File: src/rtl/i2ceng_pkg.sv
package i2ceng_pkg;
  typedef enum logic [2:0] {
    OP_IDLE, OP_START, OP_RESTART, OP_STOP, OP_BYTE
  } busOp_t;

  // strobes from the sequencer to the register/datapath side
  typedef struct packed {
    logic shiftNext;
    logic captureAck;
    logic opDone;
  } engStrobe_t;

  localparam logic [2:0] ADDR_CTRL = 3'd0;
  localparam logic [2:0] ADDR_DATA = 3'd1;
  localparam logic [2:0] ADDR_STAT = 3'd2;
  localparam logic [2:0] ADDR_PAD  = 3'd3;
  localparam logic [2:0] ADDR_DIV  = 3'd4;
endpackage

File: src/rtl/i2ceng_seq.sv
module i2ceng_seq
  import i2ceng_pkg::*;
#(
  parameter int PRESCALE = 2,
  parameter int DIV_W    = 8
) (
  input  logic             clk,
  input  logic             rstN,
  input  logic             reqValid,
  input  busOp_t           reqOp,
  input  logic             shiftMsb,
  input  logic [DIV_W-1:0] divTicks,
  input  logic             sclIn,
  output logic             busy,
  output logic             sclLvl,
  output logic             sdaLvl,
  output engStrobe_t       strobe
);
  localparam int PW = (PRESCALE > 1) ? $clog2(PRESCALE) : 1;
  localparam int STEP_W = 5;
  localparam logic [STEP_W-1:0] BIT_STEPS = STEP_W'(16);

  busOp_t            opQ;
  logic [STEP_W-1:0] stepQ, lastStep;
  logic [PW-1:0]     preQ;
  logic [DIV_W-1:0]  tickQ;
  logic [1:0]        lineQ, stepLvl;
  logic              tick, stretchWait, stepEnd;

  assign busy = (opQ != OP_IDLE);

  always_comb begin
    unique case (opQ)
      OP_RESTART: lastStep = STEP_W'(3);
      OP_BYTE:    lastStep = STEP_W'(18);
      default:    lastStep = STEP_W'(2);
    endcase
  end

  // requested {scl, sda} level for the current step
  always_comb begin
    stepLvl = lineQ;
    unique case (opQ)
      OP_START:   stepLvl = (stepQ == 0) ? 2'b11 : (stepQ == 1) ? 2'b10 : 2'b00;
      OP_RESTART: stepLvl = (stepQ == 0) ? 2'b01 : (stepQ == 1) ? 2'b11 :
                            (stepQ == 2) ? 2'b10 : 2'b00;
      OP_STOP:    stepLvl = (stepQ == 0) ? 2'b00 : (stepQ == 1) ? 2'b10 : 2'b11;
      OP_BYTE: begin
        if (stepQ < BIT_STEPS)       stepLvl = {stepQ[0], shiftMsb};
        else if (stepQ == 5'd17)     stepLvl = 2'b11;
        else                         stepLvl = 2'b01;
      end
      default: stepLvl = lineQ;
    endcase
  end

  assign sclLvl      = stepLvl[1];
  assign sdaLvl      = stepLvl[0];
  assign tick        = (preQ == PW'(PRESCALE - 1));
  assign stretchWait = sclLvl && !sclIn;
  assign stepEnd     = busy && tick && !stretchWait && (tickQ == divTicks);

  assign strobe.shiftNext  = stepEnd && (opQ == OP_BYTE) && (stepQ < BIT_STEPS) && stepQ[0];
  assign strobe.captureAck = stepEnd && (opQ == OP_BYTE) && (stepQ == 5'd17);
  assign strobe.opDone     = stepEnd && (stepQ == lastStep);

  always_ff @(posedge clk or negedge rstN) begin
    if (!rstN) begin
      opQ   <= OP_IDLE;
      stepQ <= '0;
      preQ  <= '0;
      tickQ <= '0;
      lineQ <= 2'b11;
    end else if (!busy) begin
      if (reqValid) begin
        opQ   <= reqOp;
        stepQ <= '0;
        preQ  <= '0;
        tickQ <= '0;
      end
    end else begin
      preQ <= tick ? '0 : preQ + 1'b1;
      if (tick && !stretchWait) begin
        if (tickQ == divTicks) begin
          tickQ <= '0;
          if (stepQ == lastStep) begin
            opQ   <= OP_IDLE;
            lineQ <= stepLvl;
          end else begin
            stepQ <= stepQ + 1'b1;
          end
        end else begin
          tickQ <= tickQ + 1'b1;
        end
      end
    end
  end

  assert_launch_busy_R8: assert property (@(posedge clk) disable iff (!rstN)
    (reqValid && !busy) |=> busy);
  assert_done_idle_R7: assert property (@(posedge clk) disable iff (!rstN)
    strobe.opDone |=> !busy);
  assert_sda_steady_R5: assert property (@(posedge clk) disable iff (!rstN)
    (opQ == OP_BYTE && $past(opQ) == OP_BYTE && sclLvl && $past(sclLvl)) |-> $stable(sdaLvl));
  assert_stretch_hold_R12: assert property (@(posedge clk) disable iff (!rstN)
    (busy && sclLvl && !sclIn) |=> $stable(stepQ));
endmodule

File: src/rtl/i2ceng_regs.sv
module i2ceng_regs
  import i2ceng_pkg::*;
#(
  parameter int DIV_W     = 8,
  parameter int DIV_RESET = 1
) (
  input  logic             clk,
  input  logic             rstN,
  input  logic             wrEn,
  input  logic [2:0]       addr,
  input  logic [7:0]       wrData,
  output logic [7:0]       rdData,
  input  logic             busy,
  input  engStrobe_t       strobe,
  input  logic             sdaIn,
  output logic             reqValid,
  output busOp_t           reqOp,
  output logic             shiftMsb,
  output logic [DIV_W-1:0] divTicks,
  output logic             padOff
);
  logic       enQ, ackQ, doneQ, padQ;
  logic [1:0] cmdQ;
  logic [7:0] shiftQ;
  logic [DIV_W-1:0] divQ;
  logic ctrlWr, dataWr, armed, byteGo;

  assign ctrlWr = wrEn && (addr == ADDR_CTRL) && !busy;
  assign dataWr = wrEn && (addr == ADDR_DATA) && !busy;
  assign armed  = (cmdQ == 2'd0);
  assign byteGo = dataWr && enQ && armed;

  always_comb begin
    reqValid = 1'b0;
    reqOp    = OP_IDLE;
    if (ctrlWr && wrData[0] && armed) begin
      if (wrData[2:1] == 2'd1) begin
        reqValid = 1'b1;
        reqOp    = wrData[3] ? OP_RESTART : OP_START;
      end else if (wrData[2:1] == 2'd2) begin
        reqValid = 1'b1;
        reqOp    = OP_STOP;
      end
    end else if (byteGo) begin
      reqValid = 1'b1;
      reqOp    = OP_BYTE;
    end
  end

  always_ff @(posedge clk or negedge rstN) begin
    if (!rstN) begin
      enQ    <= 1'b0;
      cmdQ   <= 2'd0;
      ackQ   <= 1'b0;
      doneQ  <= 1'b0;
      padQ   <= 1'b1;
      divQ   <= DIV_W'(DIV_RESET);
      shiftQ <= '0;
    end else begin
      if (ctrlWr) begin
        enQ  <= wrData[0];
        cmdQ <= wrData[2:1];
        ackQ <= wrData[3];
      end else if (strobe.captureAck) begin
        ackQ <= sdaIn;
      end
      if (strobe.opDone)
        doneQ <= 1'b1;
      else if (wrEn && addr == ADDR_STAT && wrData[0])
        doneQ <= 1'b0;
      if (wrEn && addr == ADDR_PAD)
        padQ <= wrData[2];
      if (wrEn && addr == ADDR_DIV && !busy)
        divQ <= DIV_W'(wrData);
      if (byteGo)
        shiftQ <= wrData;
      else if (strobe.shiftNext)
        shiftQ <= {shiftQ[6:0], 1'b0};
    end
  end

  always_comb begin
    unique case (addr)
      ADDR_CTRL: rdData = {4'b0, ackQ, cmdQ, enQ};
      ADDR_STAT: rdData = {6'b0, busy, doneQ};
      ADDR_PAD:  rdData = {5'b0, padQ, 2'b0};
      ADDR_DIV:  rdData = 8'(divQ);
      default:   rdData = 8'h00;
    endcase
  end

  assign shiftMsb = shiftQ[7];
  assign divTicks = divQ;
  assign padOff   = padQ;

  assert_done_flag_R7: assert property (@(posedge clk) disable iff (!rstN)
    strobe.opDone |=> doneQ);
  assert_busy_ignore_R8: assert property (@(posedge clk) disable iff (!rstN)
    (wrEn && addr == ADDR_CTRL && busy) |=> ($stable(enQ) && $stable(cmdQ)));
  assert_no_rearm_R9: assert property (@(posedge clk) disable iff (!rstN)
    (!armed && wrEn && addr == ADDR_DATA) |-> !reqValid);
endmodule

File: src/rtl/i2c_bus_cmd_engine.sv
module i2c_bus_cmd_engine
  import i2ceng_pkg::*;
#(
  parameter int PRESCALE  = 2,
  parameter int DIV_W     = 8,
  parameter int DIV_RESET = 1
) (
  input  logic       clk,
  input  logic       rstN,
  input  logic       regWrEn,
  input  logic [2:0] regAddr,
  input  logic [7:0] regWrData,
  output logic [7:0] regRdData,
  input  logic       sclIn,
  input  logic       sdaIn,
  output logic       sclOe,
  output logic       sdaOe
);
  engStrobe_t       strobe;
  busOp_t           reqOp;
  logic             reqValid, busy, shiftMsb, padOff, sclLvl, sdaLvl;
  logic [DIV_W-1:0] divTicks;

  i2ceng_regs #(.DIV_W(DIV_W), .DIV_RESET(DIV_RESET)) uRegs (
    .clk(clk), .rstN(rstN), .wrEn(regWrEn), .addr(regAddr), .wrData(regWrData),
    .rdData(regRdData), .busy(busy), .strobe(strobe), .sdaIn(sdaIn),
    .reqValid(reqValid), .reqOp(reqOp), .shiftMsb(shiftMsb),
    .divTicks(divTicks), .padOff(padOff)
  );

  i2ceng_seq #(.PRESCALE(PRESCALE), .DIV_W(DIV_W)) uSeq (
    .clk(clk), .rstN(rstN), .reqValid(reqValid), .reqOp(reqOp),
    .shiftMsb(shiftMsb), .divTicks(divTicks), .sclIn(sclIn),
    .busy(busy), .sclLvl(sclLvl), .sdaLvl(sdaLvl), .strobe(strobe)
  );

  assign sclOe = !padOff && !sclLvl;
  assign sdaOe = !padOff && !sdaLvl;
endmodule

File: config.mk
export PLATFORM = sky130hd
export DESIGN_NAME = i2c_bus_cmd_engine
export DESIGN_NICKNAME = d
export VERILOG_FILES = /design/src/rtl/i2ceng_pkg.sv /design/src/rtl/i2ceng_seq.sv /design/src/rtl/i2ceng_regs.sv /design/src/rtl/i2c_bus_cmd_engine.sv
export SDC_FILE = /design/constraint.sdc
export NUM_CORES = 1
export LEC_CHECK = 0
export ABC_AREA = 1
export BUFFER_PORTS_ARGS = -buffer_cell sky130_fd_sc_hd__buf_2
export CORE_MARGIN = 2
export CORE_UTILIZATION = 46
export CTS_BUF_LIST = sky130_fd_sc_hd__clkbuf_4
export CTS_CLUSTER_SIZE = 20
export DETAILED_ROUTE_END_ITERATION = 7
export SLEW_MARGIN = 20
export SYNTH_ARGS = -nofsm -noshare
export SYNTH_HDL_FRONTEND = slang
export SYNTH_SLANG_ARGS = --single-unit
File: constraint.sdc
create_clock -name clk -period 3 [get_ports clk]
set_input_delay 0.3 -clock clk [delete_from_list [all_inputs] [get_ports clk]]
set_output_delay 0.3 -clock clk [all_outputs]
set_load 0.02 [all_outputs]
; ---- After elaboration in Yosys (flattened, before gate mapping)
; Index checks and enable logic that the tools add are counted.
[word_totals]
ram_bits = 0
wordCells = 122
inputBits = 16
register_bits = 41
out_inout_bits = 10
n_memories = 0
rom_bits = 0
latchBits = 0
[classes]
n_reduce_logical = 43
n_mux = 44
multipliers = 0
n_bitwise = 0
addsub = 3
shift = 0
n_eq_ne = 19
div_mod_pow = 0
order_cmp = 1
[op_table]
columns = cell, count
row1 = $mux 8, 6
row2 = $pmux 8 s4, 1
row3 = $logic_and 1x1->1, 25
row4 = $mux 5, 5
row5 = $mux 3, 8
row6 = $mux 2, 10
row7 = $eq 3x2->1 const B, 4
row8 = $mux 1, 12
row9 = $reduce_and 4->1, 3
row10 = $pmux 5 s2, 1
row11 = $add 8x1->8 const B, 1
row12 = $eq 8x8->1, 1
row13 = $pmux 2 s4, 1
row14 = $reduce_bool 2->1, 4
row15 = $eq 3x1->1 const B, 2
row16 = $eq 3x3->1 const B, 2
row17 = $logic_not 1->1, 6
row18 = $ne 2x1->1 const B, 3
row19 = $add 5x1->5 const B, 1
row20 = $eq 5x1->1 const B, 1
row21 = $eq 5x2->1 const B, 1
row22 = $eq 5x5->1, 1
row23 = $eq 5x5->1 const B, 1
row24 = $logic_not 5->1, 1
row25 = 9 further kinds, 9

; ---- Depth between registers and ports, before layout
; Gate-level depths: netlist of run 1.
[depth]
word_depth = 14
depth_mapped = 17
mapped_depth_nobuf = 17

; ---- Cells and area by module
; From an unflattened synthesis of run 1, not the netlist that was laid out.
[unflattened]
hier_cells = 376
hier_area_um2 = 2783.9
[by_module_without_submodules]
columns = module, instances, seq_area_each_um2, area_per_inst_um2, cells_per_inst
row1 = i2ceng_seq, 1, 478.0, 1496.4, 208
row2 = i2ceng_regs, 1, 553.0, 1280.0, 166
row3 = i2c_bus_cmd_engine, 1, 0.0, 7.5, 2

; ---- Worst setup path after synthesis of run 1
; No wires, ideal clock.
[synth_timing]
path_type = flip-flop to flip-flop
start = reg uSeq.stepQ[0]
end = reg uRegs.shiftQ[1]
synth_period_minus_slack_ps = 1839
setup_slack_ps = 1161
stages_incl_launch_ff = 15
arrival_time_ps = 1715
cell_sequence = dfrtp_1 -> inv_1 -> ha_1 -> inv_1 -> nand2_1 -> nand3_1 -> nor2_1 -> nor2_1 -> nand3_2 -> nand2_1 -> nand3_1 -> nor2_1 -> nand2_1 -> nand2_1 -> nand3_1
[synth_between]
elab_chain_len = 13
elab_cells_between_ends = 22
[synth_lines]
columns = element, line
row1 = start: declaration, i2ceng_seq.sv:24  ; logic [STEP_W-1:0] stepQ, lastStep;
row2 = start signal: assignment, i2ceng_seq.sv:90  ; stepQ <= stepQ + 1'b1;
row3 = $eq 5x2->1, i2ceng_seq.sv:46  ; (stepQ == 2) ? 2'b10 : 2'b00;
row4 = $mux 2, i2ceng_seq.sv:46
row5 = $mux 2 (2 in a row), i2ceng_seq.sv:45  ; OP_RESTART: stepLvl = (stepQ == 0) ? 2'b01 : (stepQ == 1) ? 2'b11 :
row6 = $pmux 2 s4, i2ceng_seq.sv:43  ; unique case (opQ)
row7 = $logic_and 1x1->1, i2ceng_seq.sv:60  ; assign stretchWait = sclLvl && !sclIn;
row8 = $logic_not 1->1, i2ceng_seq.sv:61  ; assign stepEnd = busy && tick && !stretchWait && (tickQ == divTicks);
row9 = $logic_and 1x1->1 (2 in a row), i2ceng_seq.sv:61
row10 = $logic_and 1x1->1 (2 in a row), i2ceng_seq.sv:63  ; assign strobe.shiftNext = stepEnd && (opQ == OP_BYTE) && (stepQ < BIT_STEPS) && stepQ[0];
row11 = $logic_and 1x1->1 *, i2ceng_seq.sv:63
row12 = $reduce_bool 2->1 (no line) *, n/a
row13 = end signal: assignment, i2ceng_regs.sv:76  ; shiftQ <= wrData;
row14 = end signal: assignment, i2ceng_regs.sv:78  ; shiftQ <= {shiftQ[6:0], 1'b0};
row15 = end: declaration, i2ceng_regs.sv:24  ; logic [7:0] shiftQ;
; Every way passes the cells marked *; elsewhere a longest branch is shown, timed or not.
; A chain may end at the register's enable or synchronous reset.

; ---- Worst setup path after layout of run 1
[layout_timing]
start = reg uSeq.stepQ[0]
end = out sclOe
[layout_between]
elab_chain_len = 7
elab_cells_between_ends = 16
[layout_lines]
columns = element, line
row1 = $eq 5x2->1, i2ceng_seq.sv:46
row2 = $mux 2, i2ceng_seq.sv:46
row3 = $mux 2 (2 in a row), i2ceng_seq.sv:45
row4 = $pmux 2 s4 *, i2ceng_seq.sv:43
row5 = $logic_not 1->1 *, i2c_bus_cmd_engine.sv:37  ; assign sclOe = !padOff && !sclLvl;
row6 = $logic_and 1x1->1 *, i2c_bus_cmd_engine.sv:37
row7 = end: declaration, i2c_bus_cmd_engine.sv:16  ; output logic sclOe,
; Marks and branches as above.

==> results of run 1 <==
power groups by stage:
stage	Clock, mW	Combinational, mW	Sequential (mW)
floorplan	0	0.0337	0.570
global placement	0	0.0775	0.572
detailed placement	0	0.0775	0.571
CTS	0.387	0.0777	0.561
global route	0.405	0.0849	0.562
finish	0.371	0.0760	0.561
layout by cell type, fill, tap and decap left out, drive strengths merged, types with 2 or more instances in the layout:
cell | netlist | layout
inv | 49 | 49
nor3 | 5 | 5
dfstp | 4 | 4
a21oi | 5 | 5
buf | 1 | 26
clkinv | 1 | 2
ha | 7 | 7
o221ai | 3 | 3
nand2 | 114 | 114
nand4 | 11 | 11
nand3 | 30 | 30
o21ai | 31 | 31
xor2 | 10 | 10
nor2 | 33 | 33
clkbuf | 2 | 6
dfrtp | 37 | 37
worst max-delay path, delay by kind of cell (launching register included):
family / cells / cell delay (ns)
AND/OR/NAND/NOR: 6 / 0.56
flip-flops: 1 / 0.50
buffers and inverters: 3 / 0.35
adder cells (fa/ha/maj): 1 / 0.23
logic make-up after synthesis:
logic type               Yosys count  share of synthesized area
AND/OR/NAND/NOR                  195                     0.3439
buffers and inverters             53                    0.08288
AO/OA/AOI/OAI                     43                    0.09769
flip-flops                        41                     0.4065
XOR/XNOR                          10                    0.03453
adder cells (fa/ha/maj)            7                    0.03453
area by class of cell:
class,count,area [um2],share of cell area
tap,72,90.09,0.03200
timing repair buffer,26,132.6,0.04711
clock buffer,6,45.04,0.01600
multi-input combinational,255,1295,0.4600
sequential,41,1031,0.3662
clock inverter,2,33.78,0.01200
inverter,50,187.7,0.06667
registers in the layout (all words and copies together) (netlist names), 2 cells and up:
| register | count |
|---|---|
| uRegs.divTicks | 8 |
| uRegs.shiftQ | 8 |
| uSeq.tickQ | 8 |
| uRegs.cmdQ | 2 |
| uSeq.lineQ | 2 |
| uSeq.stepQ | 5 |
| uSeq.opQ | 3 |
metrics by stage:
step           area, um2    util  worst slack, ns
2_1_floorplan       2536       -            1.161
3_3_place_gp        2736  0.5063           0.8694
3_5_place_dp        2736  0.5063           0.7844
4_1_cts             2815  0.5208           0.6549
5_1_grt             2815  0.5208           0.4123
6_report            2815  0.5208           0.6960
metal layers:
| metal | vias to the layer above | share of wire | GRT usage |
|---|---|---|---|
| met2 | 42 | 0.47 | 0.3543 |
| met3 | 5 | 0.033 | 0.04368 |
| met1 | 1050 | 0.48 | 0.2750 |
| li1 | 1184 | - | - |
| met4 | 0 | 0.011 | 0.07018 |
| met5 | - | 0 | 0 |
worst max path at each step:
stage,start,endpoint,depth (start not counted)
floorplan,uSeq.stepQ[0],uRegs.shiftQ[1],14
global placement,uSeq.stepQ[0],uRegs.shiftQ[2],14
detailed placement,uSeq.stepQ[0],uRegs.shiftQ[1],14
CTS,uSeq.stepQ[0],sclOe,10
global route,uSeq.stepQ[0],uRegs.shiftQ[4],14
finish,uSeq.stepQ[0],sclOe,10
cells in the mapped netlist, types with 2 or more instances:
cell | count | area (um2)
nor2_1 | 31 | 116.4
inv_2 | 2 | 7.510
a21oi_1 | 4 | 20.02
nor3_1 | 4 | 20.02
o221ai_1 | 3 | 26.28
dfrtp_1 | 37 | 925.9
nand3_1 | 29 | 145.1
inv_1 | 47 | 176.4
ha_1 | 7 | 87.58
clkbuf_1 | 2 | 7.510
o21ai_0 | 29 | 145.1
nand4_1 | 10 | 62.56
nand2_4 | 3 | 33.78
xor2_1 | 10 | 87.58
nand2_1 | 111 | 416.7
dfstp_2 | 4 | 105.1
==> results.json, run 1 <==
{
  "status": "complete, no violations",
  "syn_nets": 372,
  "arrival_ns": 2.00,
  "clkPwrFrac": 0.368,
  "max-cap-violations": 0,
  "synth_edf_count": 0,
  "crit_chain": "inv_1, ha_1, inv_1, nand2_1, nand3_1, nor2_1, nor2_1, nand3_2, nor2_1, buf_2",
  "ys_seq_area_frac": 0.4065,
  "regToRegStartpoint": "uSeq.stepQ[0]",
  "clock_path_buffers": 2,
  "r2r_slack_ns": 0.75,
  "core_area_um2": 5405,
  "timing.critical_path.mode_cell": "nor2_1",
  "nFillCells": 559,
  "avgViaCountPerCell": 5.046,
  "numCtsBuffers": 5,
  "setup_viol": 0,
  "antenna_found_initial": 0,
  "async_flop_share": 1.000,
  "ys_ff_latch": 41,
  "synth_cells": 349,
  "ys_warn_count": 0,
  "gp_congestion": 0.7958,
  "peakVddDrop_mv": 0.1986,
  "finish.net_count": 402,
  "regToRegEndpoint": "uRegs.shiftQ[5]",
  "crit_path_max_incr_delay_ns": 0.50,
  "grt_pass1_wl_um": 9984,
  "n_antenna_cell": 0,
  "worstSetupStartpointType": "register",
  "wire_per_inst_um": 12.75,
  "power_frac_seq": 0.557,
  "crit_fanout": 8,
  "hp-class": "in2async",
  "fin_cells": 452,
  "placedCellCount": 444,
  "synth_cell_types": 32,
  "p_switching_mw": 0.2449,
  "syn_area_per_cell_um2": 7.267,
  "cp.required_ns": 2.70,
  "clock_latency_ns": 0.36,
  "worst-r2r-cell-count": 14,
  "grt.total_usage": 0.2120,
  "cts.sinks": 41,
  "ctsHoldBuffers": 0,
  "overflow": 0,
  "finalMaxSlewViolations": 0,
  "drtAntennaViolNets": 0,
  "path_clk_slew_ns": 0.13,
  "firstDrtPassIters": 6,
  "power-per-cell-area_nw_per_um2": 358.0,
  "finalHoldViolCount": 0,
  "dp_hpwl_um": 4394,
  "die-area_um2": 6123,
  "num_vias": 2281,
  "cts_tree": "yes",
  "grt_pass1_vias": 2135,
  "hold_ws_ns": 0.07491,
  "num_io_pins": 26,
  "drtIter0Drc": 87,
  "initial_core_util": 0.4692,
  "fmaxAchievable_mhz": 434.0,
  "period_needed_ns": 2.304,
  "rows": 27,
  "synth_area_um2": 2536,
  "drive_gt1_frac": 0.1342,
  "p_leak_nw": 1.534,
  "cts_setup_buffers": 0,
  "rsz0062_at_grt": "false",
  "die_h_um": 78.25,
  "cts_resized": 0,
  "netSwitchingFraction": 0.2430,
  "p_comb_frac": 0.075,
  "setup_tns_ns": 0,
  "crit_path_end_kind": "output pin",
  "synth_ff_type": "dfrtp_1",
  "cpMaxStageDelayCell": "dfrtp_1",
  "wl_um": 5761,
  "fp.dieW_um": 78.25,
  "cts-root-buf": "clkbuf_4",
  "intPower_mw": 0.7630,
  "drc": 0,
  "clock_skew_ns": 0.005717,
  "tightest_slew_ns": 0.9580,
  "critPathKind": "reg2out",
  "area_growth_pct": 11.00,
  "p_total_mw": 1.008,
  "min_period_over_period": 0.7680,
  "htree_levels": 2,
  "port_buffers": 25,
  "slew_headroom": 0.3613,
  "grt_max_degree": 42
}
(Power assumes the default switching activity.)
==> run 2, diff against run 1 <==
==> constraint.sdc (replaced) <==
create_clock -name clk -period 2.31 [get_ports clk]
set_input_delay 0.231 -clock clk [delete_from_list [all_inputs] [get_ports clk]]
set_output_delay 0.231 -clock clk [all_outputs]
set_load 0.02 [all_outputs]
==> run 2 against run 1 <==
Critical path type unchanged. Via count decreased by 1.8%. Total power increased by 19%. Clock skew is 0.0049 ns higher. Die area did not move. Core utilization rose by 0.12 points. Combinational power increased by 29%. Register-to-register slack worse by 0.53 ns.
==> results.json, run 2 (synthesized netlist as in run 1, its figures left out) <==
{
  "final_common_cell": "nand2_1",
  "setup_tns_ns": 0,
  "peakVddDrop_mv": 0.2587,
  "regToRegStartpoint": "uSeq.stepQ[0]",
  "power-per-cell-area_nw_per_um2": 424.1,
  "rsz0062_at_grt": "false",
  "firstDrtPassIters": 4,
  "avgViaCountPerCell": 4.925,
  "ctsHoldBuffers": 0,
  "critPathKind": "reg2out",
  "drive_gt1_frac": 0.1540,
  "drc": 0,
  "path_clk_slew_ns": 0.13,
  "cpLargestDelayFamily": "simple AND/OR/NAND/NOR gates",
  "fmaxAchievable_mhz": 464.7,
  "finalHoldViolCount": 0,
  "seq_area_um2": 1033,
  "r2r_slack_ns": 0.22,
  "numCtsBuffers": 5,
  "core_area_um2": 5405,
  "multi_input_area_um2": 1300,
  "antenna_found_initial": 0,
  "cts_setup_buffers": 0,
  "clock_latency_ns": 0.36,
  "rows": 27,
  "tightest_slew_ns": 0.9294,
  "fp.dieW_um": 78.25,
  "htree_levels": 2,
  "grt_max_degree": 42,
  "min_period_over_period": 0.9315,
  "worstSetupStartpointType": "register",
  "cp.required_ns": 2.08,
  "num_vias": 2241,
  "dp_hpwl_um": 4397,
  "n_antenna_cell": 0,
  "grt_pass1_vias": 2093,
  "setup_viol": 0,
  "drtAntennaViolNets": 0,
  "grt.total_usage": 0.2038,
  "arrival_ns": 1.92,
  "regToRegEndpoint": "uSeq.opQ[0]",
  "die_h_um": 78.25,
  "timing.critical_path.mode_cell": "nor2_1",
  "fin_cells": 455,
  "num_io_pins": 26,
  "area_growth_pct": 11.25,
  "final_util": 0.5220,
  "max-cap-violations": 0,
  "finalMaxSlewViolations": 0,
  "clock_path_buffers": 2,
  "overflow": 0,
  "cts-root-buf": "clkbuf_4",
  "nFillCells": 572,
  "crit_chain": "inv_1, ha_1, inv_1, nand2_1, nand3_1, nor2_1, nor2_1, nand3_2, nor2_1, buf_2",
  "cts.sinks": 41,
  "period_needed_ns": 2.152,
  "placedCellCount": 447,
  "post_dp_cell_area_um2": 2759,
  "path_buf_inv": 3,
  "cpMaxStageDelayCell": "dfrtp_2",
  "crit_path_end_kind": "output pin",
  "port_buffers": 25,
  "wl_um": 5800,
  "hp-class": "in2async",
  "wire_per_inst_um": 12.75,
  "p_leak_nw": 1.542,
  "die-area_um2": 6123,
  "crit_path_max_incr_delay_ns": 0.45,
  "initial_core_util": 0.4692,
  "cts_tree": "yes",
  "clock_skew_ns": 0.01059,
  "status": "complete, no violations",
  "crit_fanout": 8,
  "finish.net_count": 405,
  "gp_congestion": 0.8356,
  "worst-r2r-cell-count": 13,
  "drtIter0Drc": 91,
  "slew_headroom": 0.3804,
  "grt_pass1_wl_um": 9763,
  "fin_area_um2": 2821,
  "most-common-layout-cells": "nand2_1, inv_1, dfrtp_1"
}
==> run 2: worst reg2reg max path, cell delays in order, from the launching register on <==
cell and delay (ns):
dfrtp_2 0.45, inv_1 0.09, ha_1 0.21, inv_1 0.07, nand2_1 0.05, nand3_1 0.10, nor2_1 0.06, nor2_1 0.14
nand3_2 0.11, a21oi_1 0.26, nand2_2 0.16, nand2_1 0.16, nand3_1 0.08, o21ai_0 0.07
==> run 2: final cells by class <==
cell class                      instances  share of cell area
Multi-Input combinational cell        255              0.4608
Inverter                               50             0.06652
Clock inverter                          2            0.003548
Clock buffer                            6             0.01596
Timing Repair Buffer                   29             0.05499
Tap cell                               72             0.03193
Sequential cell                        41              0.3663
==> run 2: metrics by stage <==
stage	total power, mW	setup WS (ns)	hold WS (ns)
after floorplan	0.7836	0.4706	-0.06459
after global placement	0.8433	0.1808	0.4282
after detailed placement	0.8422	0.1084	0.4244
after CTS	1.217	0.05805	0.02784
after global routing	1.248	0.007511	0.07448
final	1.197	0.1583	0.002011
==> run 2: per-layer routing <==
metal | global-route usage | vias to the layer above | part of all wire | wire, um
li1 | - | 1190 | - | -
met1 | 0.2866 | 1002 | 0.50 | 2875
met2 | 0.3284 | 42 | 0.46 | 2684
met3 | 0.02414 | 7 | 0.028 | 161
met4 | 0.06842 | 0 | 0.014 | 79
met5 | 0 | - | 0 | 0
==> run 2: timing repair <==
action                                  CTS  global route
hold endpoints to repair                  0             0
gates resized for setup                   0             4
endpoints found under the setup margin    0            12
==> run 2: worst max-delay path by stage <==
stage               depth (start not counted)  slack (ns)          start         endpoint
finish                                     10        0.16  uSeq.stepQ[0]            sclOe
floorplan                                  14        0.47  uSeq.stepQ[0]  uRegs.shiftQ[1]
global placement                           13        0.18  uSeq.stepQ[0]      uSeq.opQ[0]
global route                               15       0.008  uSeq.stepQ[1]      uSeq.opQ[0]
CTS                                        10        0.06  uSeq.stepQ[0]            sclOe
detailed placement                         14        0.11  uSeq.stepQ[0]  uRegs.shiftQ[4]
==> run 2: where the power goes <==
part	leakage, nW	switching [mW]	internal [mW]
logic	1.04	0.0679	0.0300
clock network	0.0354	0.241	0.128
registers	0.463	0.00568	0.724
total	1.54	0.315	0.882
